<file path="config.mk">
export PLATFORM = sky130hd
export DESIGN_NAME = pinctl_bank
export DESIGN_NICKNAME = d
export VERILOG_FILES = /design/src/rtl/pinctl_pkg.sv /design/src/rtl/pinctl_regs.sv /design/src/rtl/pinctl_pin.sv /design/src/rtl/pinctl_bank.sv
export SDC_FILE = /design/constraint.sdc
export NUM_CORES = 1
export LEC_CHECK = 0
export ABC_AREA = 1
export BUFFER_PORTS_ARGS = -buffer_cell sky130_fd_sc_hd__buf_2
export CAP_MARGIN = 15
export CORE_ASPECT_RATIO = 0.9
export CORE_MARGIN = 3
export CORE_UTILIZATION = 51
export DETAILED_ROUTE_END_ITERATION = 7
export PLACE_DENSITY = 0.81
export SYNTH_ARGS = -nofsm -noshare
export SYNTH_HDL_FRONTEND = slang
export SYNTH_SLANG_ARGS = --single-unit
export TNS_END_PERCENT = 10
</file>
<file path="constraint.sdc">
create_clock -name clk -period 1.75 [get_ports clk]
set_clock_uncertainty 0.1 [all_clocks]
set_input_delay 0.35 -clock clk [delete_from_list [all_inputs] [get_ports clk]]
set_output_delay 0.35 -clock clk [all_outputs]
set_load 0.005 [all_outputs]
</file>
<file path="src/rtl/pinctl_pkg.sv">
// Shared register address encoding for the pin control bank.
package pinctl_pkg;
    localparam int ADDR_W = 3;

    typedef enum logic [ADDR_W-1:0] {
        REG_IEN  = 3'd0,
        REG_OEN  = 3'd1,
        REG_PEN  = 3'd2,
        REG_PDIR = 3'd3,
        REG_DOUT = 3'd4,
        REG_DIN  = 3'd5,
        REG_FSEL = 3'd6,
        REG_NONE = 3'd7
    } reg_sel_e;
endpackage

</file>
<file path="src/rtl/pinctl_regs.sv">
// Register storage for the pin control bank.
// Holds the five GPIO control vectors and the function-select vector.
// Assumes: bits of pins outside CAP_MASK have no flop and read as 0.
// The function-select bit exists for every pin.
module pinctl_regs
    import pinctl_pkg::*;
#(
    parameter int               NPIN     = 8,
    parameter logic [NPIN-1:0]  CAP_MASK = 8'h7F
) (
    input  logic              clk,
    input  logic              rst_n,
    input  logic              wr,
    input  logic [ADDR_W-1:0] addr,
    input  logic [NPIN-1:0]   wdata,
    output logic [NPIN-1:0]   ien,
    output logic [NPIN-1:0]   oen,
    output logic [NPIN-1:0]   pen,
    output logic [NPIN-1:0]   pdir,
    output logic [NPIN-1:0]   dout,
    output logic [NPIN-1:0]   fsel
);
    reg_sel_e sel;
    assign sel = reg_sel_e'(addr);

    genvar i;
    generate
        for (i = 0; i < NPIN; i++) begin : g_bit
            if (CAP_MASK[i]) begin : g_cap
                logic ien_q, oen_q, pen_q, pdir_q, dout_q;
                // Capture a GPIO control bit of this pin on a matching write.
                always_ff @(posedge clk) begin
                    if (!rst_n) begin
                        ien_q  <= 1'b0;
                        oen_q  <= 1'b0;
                        pen_q  <= 1'b0;
                        pdir_q <= 1'b0;
                        dout_q <= 1'b0;
                    end else if (wr) begin
                        if (sel == REG_IEN)  ien_q  <= wdata[i];
                        if (sel == REG_OEN)  oen_q  <= wdata[i];
                        if (sel == REG_PEN)  pen_q  <= wdata[i];
                        if (sel == REG_PDIR) pdir_q <= wdata[i];
                        if (sel == REG_DOUT) dout_q <= wdata[i];
                    end
                end
                assign ien[i]  = ien_q;
                assign oen[i]  = oen_q;
                assign pen[i]  = pen_q;
                assign pdir[i] = pdir_q;
                assign dout[i] = dout_q;
            end else begin : g_nocap
                assign ien[i]  = 1'b0;
                assign oen[i]  = 1'b0;
                assign pen[i]  = 1'b0;
                assign pdir[i] = 1'b0;
                assign dout[i] = 1'b0;
            end
        end
    endgenerate

    // Capture the function-select vector, present for every pin.
    always_ff @(posedge clk) begin
        if (!rst_n)                      fsel <= '0;
        else if (wr && sel == REG_FSEL)  fsel <= wdata;
    end
endmodule

</file>
<file path="src/rtl/pinctl_pin.sv">
// Pad control decode for one pin.
// Picks the control source: peripheral when fsel is 1, GPIO bits when the pin
// is capable, otherwise the reset condition. Then applies the drive/pull rule:
// pulls only while the driver is off, and the output value is 0 while off.
module pinctl_pin #(
    parameter bit CAP = 1'b1
) (
    input  logic fsel,
    input  logic ien,
    input  logic oen,
    input  logic pen,
    input  logic pdir,
    input  logic dout,
    input  logic p_oe,
    input  logic p_out,
    input  logic p_pe,
    input  logic p_up,
    input  logic pad_in,
    output logic pad_oe,
    output logic pad_out,
    output logic pad_ie,
    output logic pad_pu,
    output logic pad_pd,
    output logic gpio_in,
    output logic per_in
);
    logic src_oe, src_out, src_ie, src_pe, src_up;

    // Select the source of the pin's requests.
    always_comb begin
        if (fsel) begin
            src_oe  = p_oe;
            src_out = p_out;
            src_ie  = 1'b1;
            src_pe  = p_pe;
            src_up  = p_up;
        end else if (CAP) begin
            src_oe  = oen;
            src_out = dout;
            src_ie  = ien;
            src_pe  = pen;
            src_up  = pdir;
        end else begin
            src_oe  = 1'b0;
            src_out = 1'b0;
            src_ie  = 1'b0;
            src_pe  = 1'b0;
            src_up  = 1'b0;
        end
    end

    // Apply the driver/pull rule to the selected requests.
    always_comb begin
        pad_oe  = src_oe;
        pad_out = src_oe & src_out;
        pad_ie  = src_ie;
        pad_pu  = ~src_oe & src_pe & src_up;
        pad_pd  = ~src_oe & src_pe & ~src_up;
        gpio_in = ~fsel & src_ie & pad_in;
        per_in  = fsel & pad_in;
    end
endmodule

</file>
<file path="src/rtl/pinctl_bank.sv">
// Top of the GPIO pin control bank.
// Register bus: a write lands on the clock edge. A read is registered and
// returns one cycle later with bus_rvalid. A read and a write in the same cycle
// return the value held before the write.
module pinctl_bank
    import pinctl_pkg::*;
#(
    parameter int               NPIN     = 8,
    parameter logic [NPIN-1:0]  CAP_MASK = 8'h7F
) (
    input  logic              clk,
    input  logic              rst_n,
    input  logic              bus_wr,
    input  logic              bus_rd,
    input  logic [2:0]        bus_addr,
    input  logic [NPIN-1:0]   bus_wdata,
    output logic [NPIN-1:0]   bus_rdata,
    output logic              bus_rvalid,
    input  logic [NPIN-1:0]   pad_in,
    input  logic [NPIN-1:0]   per_oe,
    input  logic [NPIN-1:0]   per_out,
    input  logic [NPIN-1:0]   per_pull_en,
    input  logic [NPIN-1:0]   per_pull_up,
    output logic [NPIN-1:0]   per_in,
    output logic [NPIN-1:0]   pad_oe,
    output logic [NPIN-1:0]   pad_out,
    output logic [NPIN-1:0]   pad_ie,
    output logic [NPIN-1:0]   pad_pu,
    output logic [NPIN-1:0]   pad_pd
);
    logic [NPIN-1:0] ien, oen, pen, pdir, dout, fsel, gpio_in;
    logic [NPIN-1:0] rd_mux;

    pinctl_regs #(.NPIN(NPIN), .CAP_MASK(CAP_MASK)) u_regs (
        .clk   (clk),
        .rst_n (rst_n),
        .wr    (bus_wr),
        .addr  (bus_addr),
        .wdata (bus_wdata),
        .ien   (ien),
        .oen   (oen),
        .pen   (pen),
        .pdir  (pdir),
        .dout  (dout),
        .fsel  (fsel)
    );

    genvar i;
    generate
        for (i = 0; i < NPIN; i++) begin : g_pin
            pinctl_pin #(.CAP(CAP_MASK[i])) u_pin (
                .fsel    (fsel[i]),
                .ien     (ien[i]),
                .oen     (oen[i]),
                .pen     (pen[i]),
                .pdir    (pdir[i]),
                .dout    (dout[i]),
                .p_oe    (per_oe[i]),
                .p_out   (per_out[i]),
                .p_pe    (per_pull_en[i]),
                .p_up    (per_pull_up[i]),
                .pad_in  (pad_in[i]),
                .pad_oe  (pad_oe[i]),
                .pad_out (pad_out[i]),
                .pad_ie  (pad_ie[i]),
                .pad_pu  (pad_pu[i]),
                .pad_pd  (pad_pd[i]),
                .gpio_in (gpio_in[i]),
                .per_in  (per_in[i])
            );
        end
    endgenerate

    // Select the addressed register for read-back.
    always_comb begin
        unique case (reg_sel_e'(bus_addr))
            REG_IEN:  rd_mux = ien;
            REG_OEN:  rd_mux = oen;
            REG_PEN:  rd_mux = pen;
            REG_PDIR: rd_mux = pdir;
            REG_DOUT: rd_mux = dout;
            REG_DIN:  rd_mux = gpio_in;
            REG_FSEL: rd_mux = fsel;
            default:  rd_mux = '0;
        endcase
    end

    // Register the read data and its valid flag.
    always_ff @(posedge clk) begin
        if (!rst_n) begin
            bus_rdata  <= '0;
            bus_rvalid <= 1'b0;
        end else begin
            bus_rvalid <= bus_rd;
            bus_rdata  <= bus_rd ? rd_mux : '0;
        end
    end
endmodule

</file>
### After elaboration in Yosys (flattened, before gate mapping)

Index checks and enable logic that the tools add are counted.

| operators by class | value |
|---|---|
| equal/unequal tests | 6 |
| multiplexer cells | 41 |
| bitwise gates (word level) | 80 |
| reduce and logical (&&, ||, !) cells | 8 |

Operators by type and width:

| operator | number |
|---|---|
| AND 1 bit | 56 |
| case mux 8 bit (7 select lines) | 1 |
| two-way mux 1 bit | 40 |
| inverter 1 bit | 24 |
| AND reduction 2 bit | 6 |
| equality test 3 bit, second input constant | 3 |
| equality test 3 x 2 -> 1 bit, second input constant | 2 |
| equality test 3 x 1 -> 1 bit, second input constant | 1 |
| zero test 3 bit | 1 |
| logical AND 1 bit | 1 |

| word-level totals | value |
|---|---|
| register bits after elaboration | 52 |
| input port bits | 55 |
| output and inout bits | 57 |
| word-level logic and storage cells | 173 |

### Depth between registers and ports, before layout

Gate-level depths: netlist of run 1.

| depth | value |
|---|---|
| word-level depth | 4 |
| mapped depth | 8 |

### Cells and area by module

From an unflattened synthesis of run 1, not the netlist that was laid out.

| unflattened totals | value |
|---|---|
| cells, all modules | 653 |
| area total of the unflattened synthesis | 4022.6 sq um |

By module, submodules not included:

| module | times used | cells an instance | area an instance (sq um) |
|---|---|---|---|
| pinctl_regs | 1 | 296 | 2073.2 |
| pinctl_bank | 1 | 140 | 950.9 |
| pinctl_pin (g_pin[0].u_pin ...) | 7 | 29 | 133.9 |
| pinctl_pin (g_pin[7].u_pin) | 1 | 14 | 61.3 |

### Worst setup path after synthesis of run 1

Ideal clock, no wire load.

| timing | value |
|---|---|
| path type | reg2out |
| start | register u_regs.fsel[1] |
| end | output port pad_pd[1] |
| arrival | 1134 ps |
| path slack | 166 ps |
| cell stages (with the launch flop) | 8 |
| cell sequence | dfxtp_1 buf_2 inv_1 or2_2 o21ai_0 nand2_1 nor2_1 buf_4 |

| on the way | value |
|---|---|
| cells in the longest elaborated chain, start to end | 4 |

Ends and longest elaborated chain:

| element | RTL line | text |
|---|---|---|
| start, declared | pinctl_regs.sv:21 | `output logic [NPIN-1:0] fsel` |
| start signal, assigned | pinctl_regs.sv:65 | `else if (wr && sel == REG_FSEL) fsel <= wdata;` |
| two-way mux 1 bit | pinctl_pin.sv:31 | `if (fsel) begin` |
| inverter 1 bit | pinctl_pin.sv:58 | `pad_pd = ~src_oe & src_pe & ~src_up;` |
| AND 1 bit | pinctl_pin.sv:58 |  |
| AND 1 bit * | pinctl_pin.sv:58 |  |
| end, declared | pinctl_bank.sv:29 | `output logic [NPIN-1:0] pad_pd` |

Mark *: on every way between the ends. The rest lies on a longest branch, timed or not.

### Final worst setup path of run 1

| timing | value |
|---|---|
| start | register u_regs.fsel[4] |
| end | output port pad_pu[4] |

| on the way | value |
|---|---|
| cells in the longest elaborated chain, start to end | 4 |

Ends and longest elaborated chain:

| element | RTL line | text |
|---|---|---|
| two-way mux 1 bit | pinctl_pin.sv:31 |  |
| inverter 1 bit | pinctl_pin.sv:57 | `pad_pu = ~src_oe & src_pe & src_up;` |
| AND 1 bit | pinctl_pin.sv:57 |  |
| AND 1 bit * | pinctl_pin.sv:57 |  |
| end, declared | pinctl_bank.sv:28 | `output logic [NPIN-1:0] pad_pu,` |

Marks and branches as above.

==> results of run 1 <==
## through the flow
step | power, uW | area [um^2] | util (%) | instances
5_1_grt | 2540 | 3940 | 66.6 | 695
4_1_cts | 2420 | 3880 | 65.6 | 692
3_5_place_dp | 1670 | 3700 | 62.4 | 682
3_3_place_gp | 1660 | 3700 | 62.4 | 682
6_report | 2440 | 3940 | 66.6 | 695
2_1_floorplan | 1510 | 3250 | - | 521
## layout by cell type (no fill, tap or decap)
cell type	Yosys	routed
a21oi_1	23	23
inv_1	67	58
nand2_1	83	82
buf_2	10	111
nand3_2	1	1
nor3_1	8	8
nand2_2	0	1
or2_2	14	5
o21ai_2	0	12
nand3_1	39	39
dfxtp_2	0	7
o21ai_4	0	2
nor2_1	88	88
buf_4	49	36
or2_4	0	9
nor3_2	2	2
inv_2	5	12
nand4_1	10	10
o21ai_0	64	50
clkbuf_8	0	7
nor2_2	1	1
inv_4	0	2
dfxtp_1	52	45
## timing repair
item	4_1_cts	5_1_grt
resized for setup	47	11
cloned	0	0
buffers inserted	3	3
setup endpoints to repair	28	20
pin swaps	10	10
## path summary, 6_finish.rpt
path,start,to,slack (ns),cells after the start
max,u_regs.fsel[4],pad_pu[4],-0.009,6
min,bus_wdata[7],u_regs.fsel[7],0.17,3
max reg2reg,u_regs.fsel[2],bus_rdata[2],0.64,8
min reg2reg,u_regs.g_bit[2].g_cap.dout_q,u_regs.g_bit[2].g_cap.dout_q,0.38,2
## cells in the mapped netlist (all sizes together)
library cell | number | area (um^2)
nand2 | 83 | 312
inv | 72 | 270
dfxtp | 52 | 1040
buf | 59 | 418
or2 | 14 | 87.6
nor3 | 10 | 60.1
nand3 | 40 | 205
nand4 | 10 | 62.6
clkbuf | 5 | 18.8
nor2 | 89 | 337
o21ai | 64 | 320
a21oi | 23 | 115
## cell families (layout without fill, tap and decap cells)
kind of cell           count (synthesis)  count (layout)
AOI/OAI and AO/OA                     87              87
DFF                                   52              52
and+or+nand+nor                      246             246
buffers and inverters                136             226
## final cells by class
class                   instances  area, um^2  share of cell area, %
flip-flops and latches         52        1050                   26.6
inverters                      72         275                   6.98
repair buffers                147         826                   20.9
clock buffers                   7        96.3                   2.44
well taps                      84         105                   2.66
multi-input cells             333        1590                   40.4
## worst reg2reg max path: cells and delay by family (launching register included)
kind | cells | cell delay (ns)
and+or+nand+nor | 6 | 0.37
DFF | 1 | 0.34
buffers and inverters | 2 | 0.18
## power by group through the flow
stage / logic, uW / clock network [uW] / registers (uW)
after floorplan: 244 / 0 / 1270
after global placement: 388 / 0 / 1280
after detailed placement: 396 / 0 / 1280
after CTS: 415 / 752 / 1250
after global routing: 483 / 800 / 1260
final: 434 / 748 / 1250
## per-layer routing
layer | vias up | global-route usage (%) | routed length (um)
met2 | 172 | 41.9 | 4200
met3 | 23 | 4.40 | 765
met5 | - | 0 | 0
li1 | 1778 | - | -
met4 | 0 | 9.17 | 244
met1 | 1581 | 32.5 | 3930
## sequential cells by signal (all words and copies together) (netlist names)
| register | cells |
|---|---|
| bus_rdata | 8 |
| u_regs.fsel | 8 |
| u_regs.g_bit.g_cap.dout_q | 7 |
| u_regs.g_bit.g_cap.ien_q | 7 |
| u_regs.g_bit.g_cap.oen_q | 7 |
| u_regs.g_bit.g_cap.pdir_q | 7 |
| u_regs.g_bit.g_cap.pen_q | 7 |
| bus_rvalid | 1 |
==> flow_summary.ini, run 1 <==
[yosys]
synthXorXnorAreaFrac_pct = 0
synth_compound_area_share_pct = 13.4
synth.yosys.seq_area_share_pct = 32.1
yosys_warnings = 0
syn_nets = 576
synth_cell_type_count = 17
synth_seq_cells = 52
synthAdderAreaFrac_pct = 0
syn_inst = 521
synth_mux_area_share_pct = 0
synth_top_family_by_area = simple AND/OR/NAND/NOR gates
yosys.area_share.simple_pct = 32.8
synth.avg_cell_area_um2 = 6.23
syn_area_um2 = 3250

[cts]
numCtsBuffers = 5
clk_latency_ns = 0.31
cts_tree = done
h-tree-depth = 2
clock_sinks = 52
ctsHoldBuffers = 0
clk_pin_slew_worst_paths_ns = 0.09
cts_buffer_depth = 2
cts_root_buf = clkbuf_8

[timing]
setup-tns-final_ns = -0.0156
drv_slew = 0
fmaxAchievable_mhz = 569
fin_crit_ns = 1.76
finalCritPeriodShare_pct = 101
hold_violations = 0
timing.hold.ws_ns = 0.171
slew_headroom_pct = 72.9
worst_slack_ns = -0.00897
tightest_slew_ns = 0.405
setup_viol = 3
rsz0062_at_grt = yes

[drt]
drt_first_pass_iters = 5
vias = 3554
postRouteAntennaNets = 0
drc = 0
viasPerCell = 5.11
drt_iter0_drc = 248
wl_mm = 9.15
wire_per_inst_um = 13.2

[setup_path]
slowest_delay_ns = 0.34
path_class = reg -> out
crit_family = simple AND/OR/NAND/NOR gates
worstPathArrival_ns = 1.31
worst-path-max-fanout = 3
crit_path_top_delay_cell = dfxtp_2
endpoint_kind = output port
cp.buffers_inverters = 2
critPathLaunchType = flop
path_cells = inv_2 -> or2_4 -> o21ai_4 -> nand2_1 -> nor2_1 -> buf_2
worstPathRequired_ns = 1.30

[layout]
area_growth_pct = 21.5
drive_above_1_share_pct = 34.0
fin_nets = 666
fillCellCount = 539
diodes = 0

[run_status]
status = complete, but fails checks
violations = negative setup slack

[floorplan]
start_util_pct = 54.8
die_area_um2 = 7360
coreArea_um2 = 5920
fp.dieH_um = 81.7
die_w_um = 90.1
ioPinCount = 112
num_rows = 26

[power_and_ir_drop]
p_leak_uw = 0.00213
power_density_nw_per_um2 = 618
clkPwrFrac_pct = 30.7
ir_drop_v = 0.000396
swShare_pct = 27.7
share_comb_of_total_power_pct = 17.8
p_int_uw = 1760
p_switching_uw = 676
seq_power_share_pct = 51.5

[grt]
grt.total_usage_pct = 24.9
grt_max_degree = 25
antenna_found_initial = 0
grt_pass1_vias = 3138
grt_first_pass_wirelength_mm = 14.8
overflow = 0

[placed_design]
gp_congestion = 0.942
pre_cts_ws_ns = 0.0375
portBuffers = 111
dp_hpwl_mm = 6.69

[worst_hold_path]
hold_class = in -> reg

[run]
maxCapViolations = 0
(Power assumes the default switching activity.)
==> inputs of run 2 (changes only) <==
- CORE_MARGIN: 3 -> not set
- CTS_CLUSTER_DIAMETER: not set -> 60
- RECOVER_POWER: not set -> 25
==> run 2 against run 1 <==
  * The flow still finishes with violations (negative setup slack)
  * Sequential share of layout area increased by 0.32 points
  * Setup slack improved by 0.0030 ns
  * Worst hold slack better by 0.0091 ns
  * Core utilization shrank 3.2 points
  * Die area fell by 9.1%
  * Non-clock buffer count decreased by 5
  * Flip-flop and latch count stayed put
  * Sequential power is essentially flat
  * Count of clock-buffer cells in the layout decreased by 2
  * Critical path type unchanged
  * Critical endpoint is now pad_pd[4]
  * Largest cell class unchanged
  * Largest power group unchanged
==> flow_summary.ini, run 2 (synthesis gave the netlist of run 1 again) <==
[grt]
grt_max_degree = 44
grt_pass1_vias = 3053
overflow = 0
grt.total_usage_pct = 27.0
antenna_found_initial = 0
grt_first_pass_wirelength_mm = 14.2

[worst_hold_path]
worstHoldStart = bus_wdata[7]
min_to = u_regs.fsel[7]
hold_class = in -> reg
min_path_cells = 3

[drt]
viasPerCell = 5.05
drt_first_pass_iters = 5
wl_mm = 9.09
highest_layer = met4
drc = 0
wl_met2_mm = 4.23
wire_per_inst_um = 13.1
vias = 3503
drt_iter0_drc = 213
postRouteAntennaNets = 0
met3WireLength_um = 554
wl_met1_mm = 4.12

[power_and_ir_drop]
ir_drop_v = 0.000344
clkPwrFrac_pct = 30.1
p_int_uw = 1690
seq_power_share_pct = 52.2
power_density_nw_per_um2 = 617
p_leak_uw = 0.00212
share_comb_of_total_power_pct = 17.7
swShare_pct = 29.8
p_switching_uw = 716

[run_status]
violations = negative setup slack
status = complete, but fails checks

[setup_path]
worst-path-max-fanout = 6
worstPathRequired_ns = 1.30
r2r_end = bus_rdata[2]
worstPathArrival_ns = 1.31
critPathLaunchType = flop
r2r_slack_ns = 0.41
endpoint_kind = output port
path_class = reg -> out
r2r-start = u_regs.fsel[2]
reg2reg_depth = 10

[cts]
numCtsBuffers = 5
cts_root_buf = clkbuf_8
clk_latency_ns = 0.31
h-tree-depth = 2
cts_buffer_depth = 2
clock_sinks = 52
clk_pin_slew_worst_paths_ns = 0.10
cts_tree = done

[timing]
finalCritPeriodShare_pct = 100
hold_violations = 0
fmaxAchievable_mhz = 569
setup_viol = 1
tightest_slew_ns = 0.774
rsz0062_at_grt = yes
slew_headroom_pct = 48.4
worst_slack_ns = -0.00600
setup-tns-final_ns = -0.00600
fin_crit_ns = 1.76
drv_slew = 0

[layout]
final_cell_mix = buf_2 (110), nor2_1 (88), nand2_1 (82), inv_1 (61), o21ai_0 (50)
fillCellCount = 585
multiInputGateArea_um2 = 1590
final_common_cell = buf_2
diodes = 0
area_growth_pct = 20.0
reg.largest.list = bus_rdata (8), u_regs.fsel (8)
regArea_um2 = 1050
fin_nets = 661
stdcell_area_um2 = 3900
drive_above_1_share_pct = 32.8

[floorplan]
fp.dieH_um = 77.7
num_rows = 27
coreArea_um2 = 6150
start_util_pct = 52.8
ioPinCount = 112
die_area_um2 = 6690
die_w_um = 86.1

[placed_design]
portBuffers = 111
gp_congestion = 0.878
place_area_um2 = 3670
dp_hpwl_mm = 6.41

[run]
maxCapViolations = 0
## run 2: cell types whose count changed in the layout (fill, tap and decap cells not counted), moves of 2 or more
cell      delta
buf_4        -5
inv_2        -2
clkbuf_8     -2
or2_4        +3
inv_1        +3
or2_2        -3
## run 2: stage by stage
step	hold slack (ns)	instances	total power [uW]	setup slack (ns)	utilization, %
2_1_floorplan	0.334	521	1510	0.166	-
3_3_place_gp	0.365	681	1660	0.0705	59.7
3_5_place_dp	0.371	681	1670	0.0224	59.7
4_1_cts	0.182	692	2390	-0.0303	62.8
5_1_grt	0.184	694	2510	-0.0916	63.4
6_report	0.180	694	2400	-0.00600	63.4
## run 2: layout make-up
type	instances	area share, %
well taps	87	2.79
clock buffers	5	1.77
repair buffers	142	20.2
inverters	72	7.00
multi-input cells	333	40.7
flip-flops and latches	52	26.9
clock inverters	3	0.578
## run 2: worst max path at each step
stage / start / endpoint / slack [ns] / cells after the start
after floorplan: u_regs.fsel[1] / pad_pd[1] / 0.17 / 7
after global placement: bus_addr[0] / u_regs.g_bit[6].g_cap.pen_q / 0.07 / 7
after detailed placement: bus_addr[0] / u_regs.g_bit[5].g_cap.pen_q / 0.02 / 7
after CTS: u_regs.fsel[6] / pad_pd[6] / -0.03 / 6
after global routing: u_regs.fsel[6] / pad_pd[6] / -0.09 / 6
final: u_regs.fsel[4] / pad_pd[4] / -0.006 / 6
## run 2: worst max-delay path: stages (launching register included)
cell,delay (ns)
dfxtp_2,0.35
inv_2,0.06
or2_2,0.28
o21ai_2,0.07
inv_1,0.05
nor2_1,0.09
buf_2,0.11
## run 2: power groups by stage
stage	clock network (uW)	registers (uW)	logic [uW]
6_report	723	1260	425
5_1_grt	781	1260	467
4_1_cts	720	1250	413
3_5_place_dp	0	1280	393
3_3_place_gp	0	1280	384
2_1_floorplan	0	1270	244
## run 2: metal layers
metal  vias to the layer above  track usage, %
met5                         -               0
met4                         0            8.83
met3                        19            3.51
met2                       142            44.9
met1                      1574            36.0
li1                       1768               -
## run 2: what timing repair did
item	4_1_cts	5_1_grt
gates resized for setup	48	10
buffers inserted	3	2
hold buffers	0	0
pin swaps	9	8
endpoints found under the setup margin	28	21
==> inputs of run 3 (changes only) <==
- CORE_UTILIZATION: 51 -> 46
- PLACE_DENSITY: 0.81 -> 0.77
- clock period: 1.75 -> 1.5 ns (I/O delays scaled with it)
==> run 3 against run 2 <==
  * The flow still finishes with violations (negative setup slack)
  * Register-to-register slack worse by 0.09 ns
  * Flip-flop and latch count stayed put
  * Final area is 2.8% higher
  * Global-route usage is 1.5 points lower
  * Final cell count is 2.3% higher
  * Non-clock buffer count is 13 higher
  * Worst hold slack worse by 0.044 ns
  * Die area is 11% higher
  * Setup slack worse by 0.22 ns
  * Routed wire length is 2.0% higher
  * Combinational power is 23% higher
  * Largest cell class unchanged
==> flow_summary.ini, run 3 (synthesis gave the netlist of run 1 again) <==
[run_status]
status = complete, but fails checks
violations = negative setup slack

[grt]
antenna_found_initial = 0
grt_first_pass_wirelength_mm = 15.0
grt.total_usage_pct = 25.5
grt_pass1_vias = 3309
overflow = 0
grt_max_degree = 32

[layout]
drive_above_1_share_pct = 34.2
reg.largest.list = bus_rdata (8), u_regs.fsel (8)
regArea_um2 = 1050
area_growth_pct = 23.4
final_cell_mix = buf_2 (110), nor2_1 (87), nand2_1 (81), inv_1 (60), o21ai_0 (50)
diodes = 0
fin_nets = 674
final_common_cell = buf_2
fillCellCount = 669
multiInputGateArea_um2 = 1590

[run]
maxCapViolations = 0

[worst_hold_path]
worstHoldStart = bus_wdata[7]
hold_class = in -> reg
min_to = u_regs.fsel[7]
min_path_cells = 3

[power_and_ir_drop]
ir_drop_v = 0.000364
seq_power_share_pct = 51.8
total_power_uw = 2820
power_density_nw_per_um2 = 705
p_switching_uw = 792
p_int_uw = 2030
p_leak_uw = 0.00217
clkPwrFrac_pct = 29.7
swShare_pct = 28.1
share_comb_of_total_power_pct = 18.4

[timing]
drv_slew = 0
worst_slack_ns = -0.230
timing.hold.ws_ns = 0.136
finalCritPeriodShare_pct = 115
hold_violations = 0
slew_headroom_pct = 64.3
rsz0062_at_grt = yes
tightest_slew_ns = 0.536
fin_crit_ns = 1.73
fmaxAchievable_mhz = 578
setup_viol = 36
setup-tns-final_ns = -4.21

[drt]
postRouteAntennaNets = 0
drc = 0
wl_mm = 9.27
wire_per_inst_um = 13.1
drt_first_pass_iters = 4
drt_iter0_drc = 251
vias = 3542
viasPerCell = 4.99

[floorplan]
die_area_um2 = 7400
die_w_um = 90.6
start_util_pct = 48.5
ioPinCount = 112
coreArea_um2 = 6690
num_rows = 28
fp.dieH_um = 81.7

[cts]
numCtsBuffers = 5
cts_buffer_depth = 2
cts_root_buf = clkbuf_8
clk_latency_ns = 0.31
clock_sinks = 52
h-tree-depth = 2
cts_tree = done
clk_pin_slew_worst_paths_ns = 0.09

[setup_path]
path_cells = inv_2 -> or2_4 -> o21ai_2 -> nand2_1 -> nor2_1 -> buf_2
r2r_slack_ns = 0.32
crit_path_top_delay_cell = dfxtp_2
worstPathArrival_ns = 1.33
cp.buffers_inverters = 2
endpoint_kind = output port
critPathLaunchType = flop
path_class = reg -> out
worstPathRequired_ns = 1.10
r2r_end = bus_rdata[2]
r2r-start = u_regs.fsel[2]
crit_family = simple AND/OR/NAND/NOR gates
worst-path-max-fanout = 3
worst-path-stages = 6
reg2reg_depth = 8
slowest_delay_ns = 0.35

[placed_design]
dp_hpwl_mm = 6.89
portBuffers = 111
pre_cts_ws_ns = -0.254
gp_congestion = 0.903
[run 3: worst max path at each step]
stage / startpoint / end / slack (ns)
2_1_floorplan: u_regs.fsel[3] / pad_pu[3] / -0.02
3_3_place_gp: bus_addr[0] / u_regs.g_bit[0].g_cap.pen_q / -0.21
3_5_place_dp: bus_addr[0] / u_regs.g_bit[6].g_cap.pen_q / -0.25
4_1_cts: u_regs.fsel[2] / pad_pd[2] / -0.18
5_1_grt: u_regs.fsel[1] / pad_pu[1] / -0.30
6_report: u_regs.fsel[2] / pad_pd[2] / -0.23
[run 3: metal layers]
| layer | global-route usage [%] | vias up | wire, um |
|---|---|---|---|
| li1 | - | 1795 | - |
| met1 | 30.0 | 1565 | 3910 |
| met2 | 45.9 | 159 | 4450 |
| met3 | 6.02 | 23 | 694 |
| met4 | 9.19 | 0 | 210 |
| met5 | 0 | - | 0 |
[run 3: repair_timing]
item	in CTS	in global routing
hold buffers	0	0
gates cloned	0	0
gates resized for setup	53	6
pin swaps	15	7
setup endpoints to repair	30	31
buffers inserted	1	1
hold endpoints to repair	0	0
[run 3: power groups by stage]
stage / Combinational, uW / Sequential [uW] / Clock, uW
after floorplan: 286 / 1480 / 0
after global placement: 476 / 1490 / 0
after detailed placement: 488 / 1490 / 0
after CTS: 513 / 1460 / 842
after global routing: 577 / 1470 / 920
final: 521 / 1460 / 839
[run 3: cell type report]
type / count / area share [%]
inverter: 72 / 6.75
multi-input combinational: 333 / 39.8
sequential: 52 / 26.2
tap: 90 / 2.81
timing repair buffer: 155 / 22.1
clock buffer: 8 / 2.25
[run 3: worst register-to-register path: cells and delay by family (launching register included)]
kind	cells	cell delay, ns
flops	1	0.35
buf+inv	2	0.17
simple gates	6	0.42
[run 3: per-stage QoR]
| stage | cell area, um^2 | util (%) | instances |
|---|---|---|---|
| floorplan | 3250 | - | 521 |
| global placement | 3810 | 56.9 | 700 |
| detailed placement | 3810 | 56.9 | 700 |
| CTS | 4000 | 59.7 | 709 |
| global route | 4010 | 59.9 | 710 |
| finish | 4010 | 59.9 | 710 |
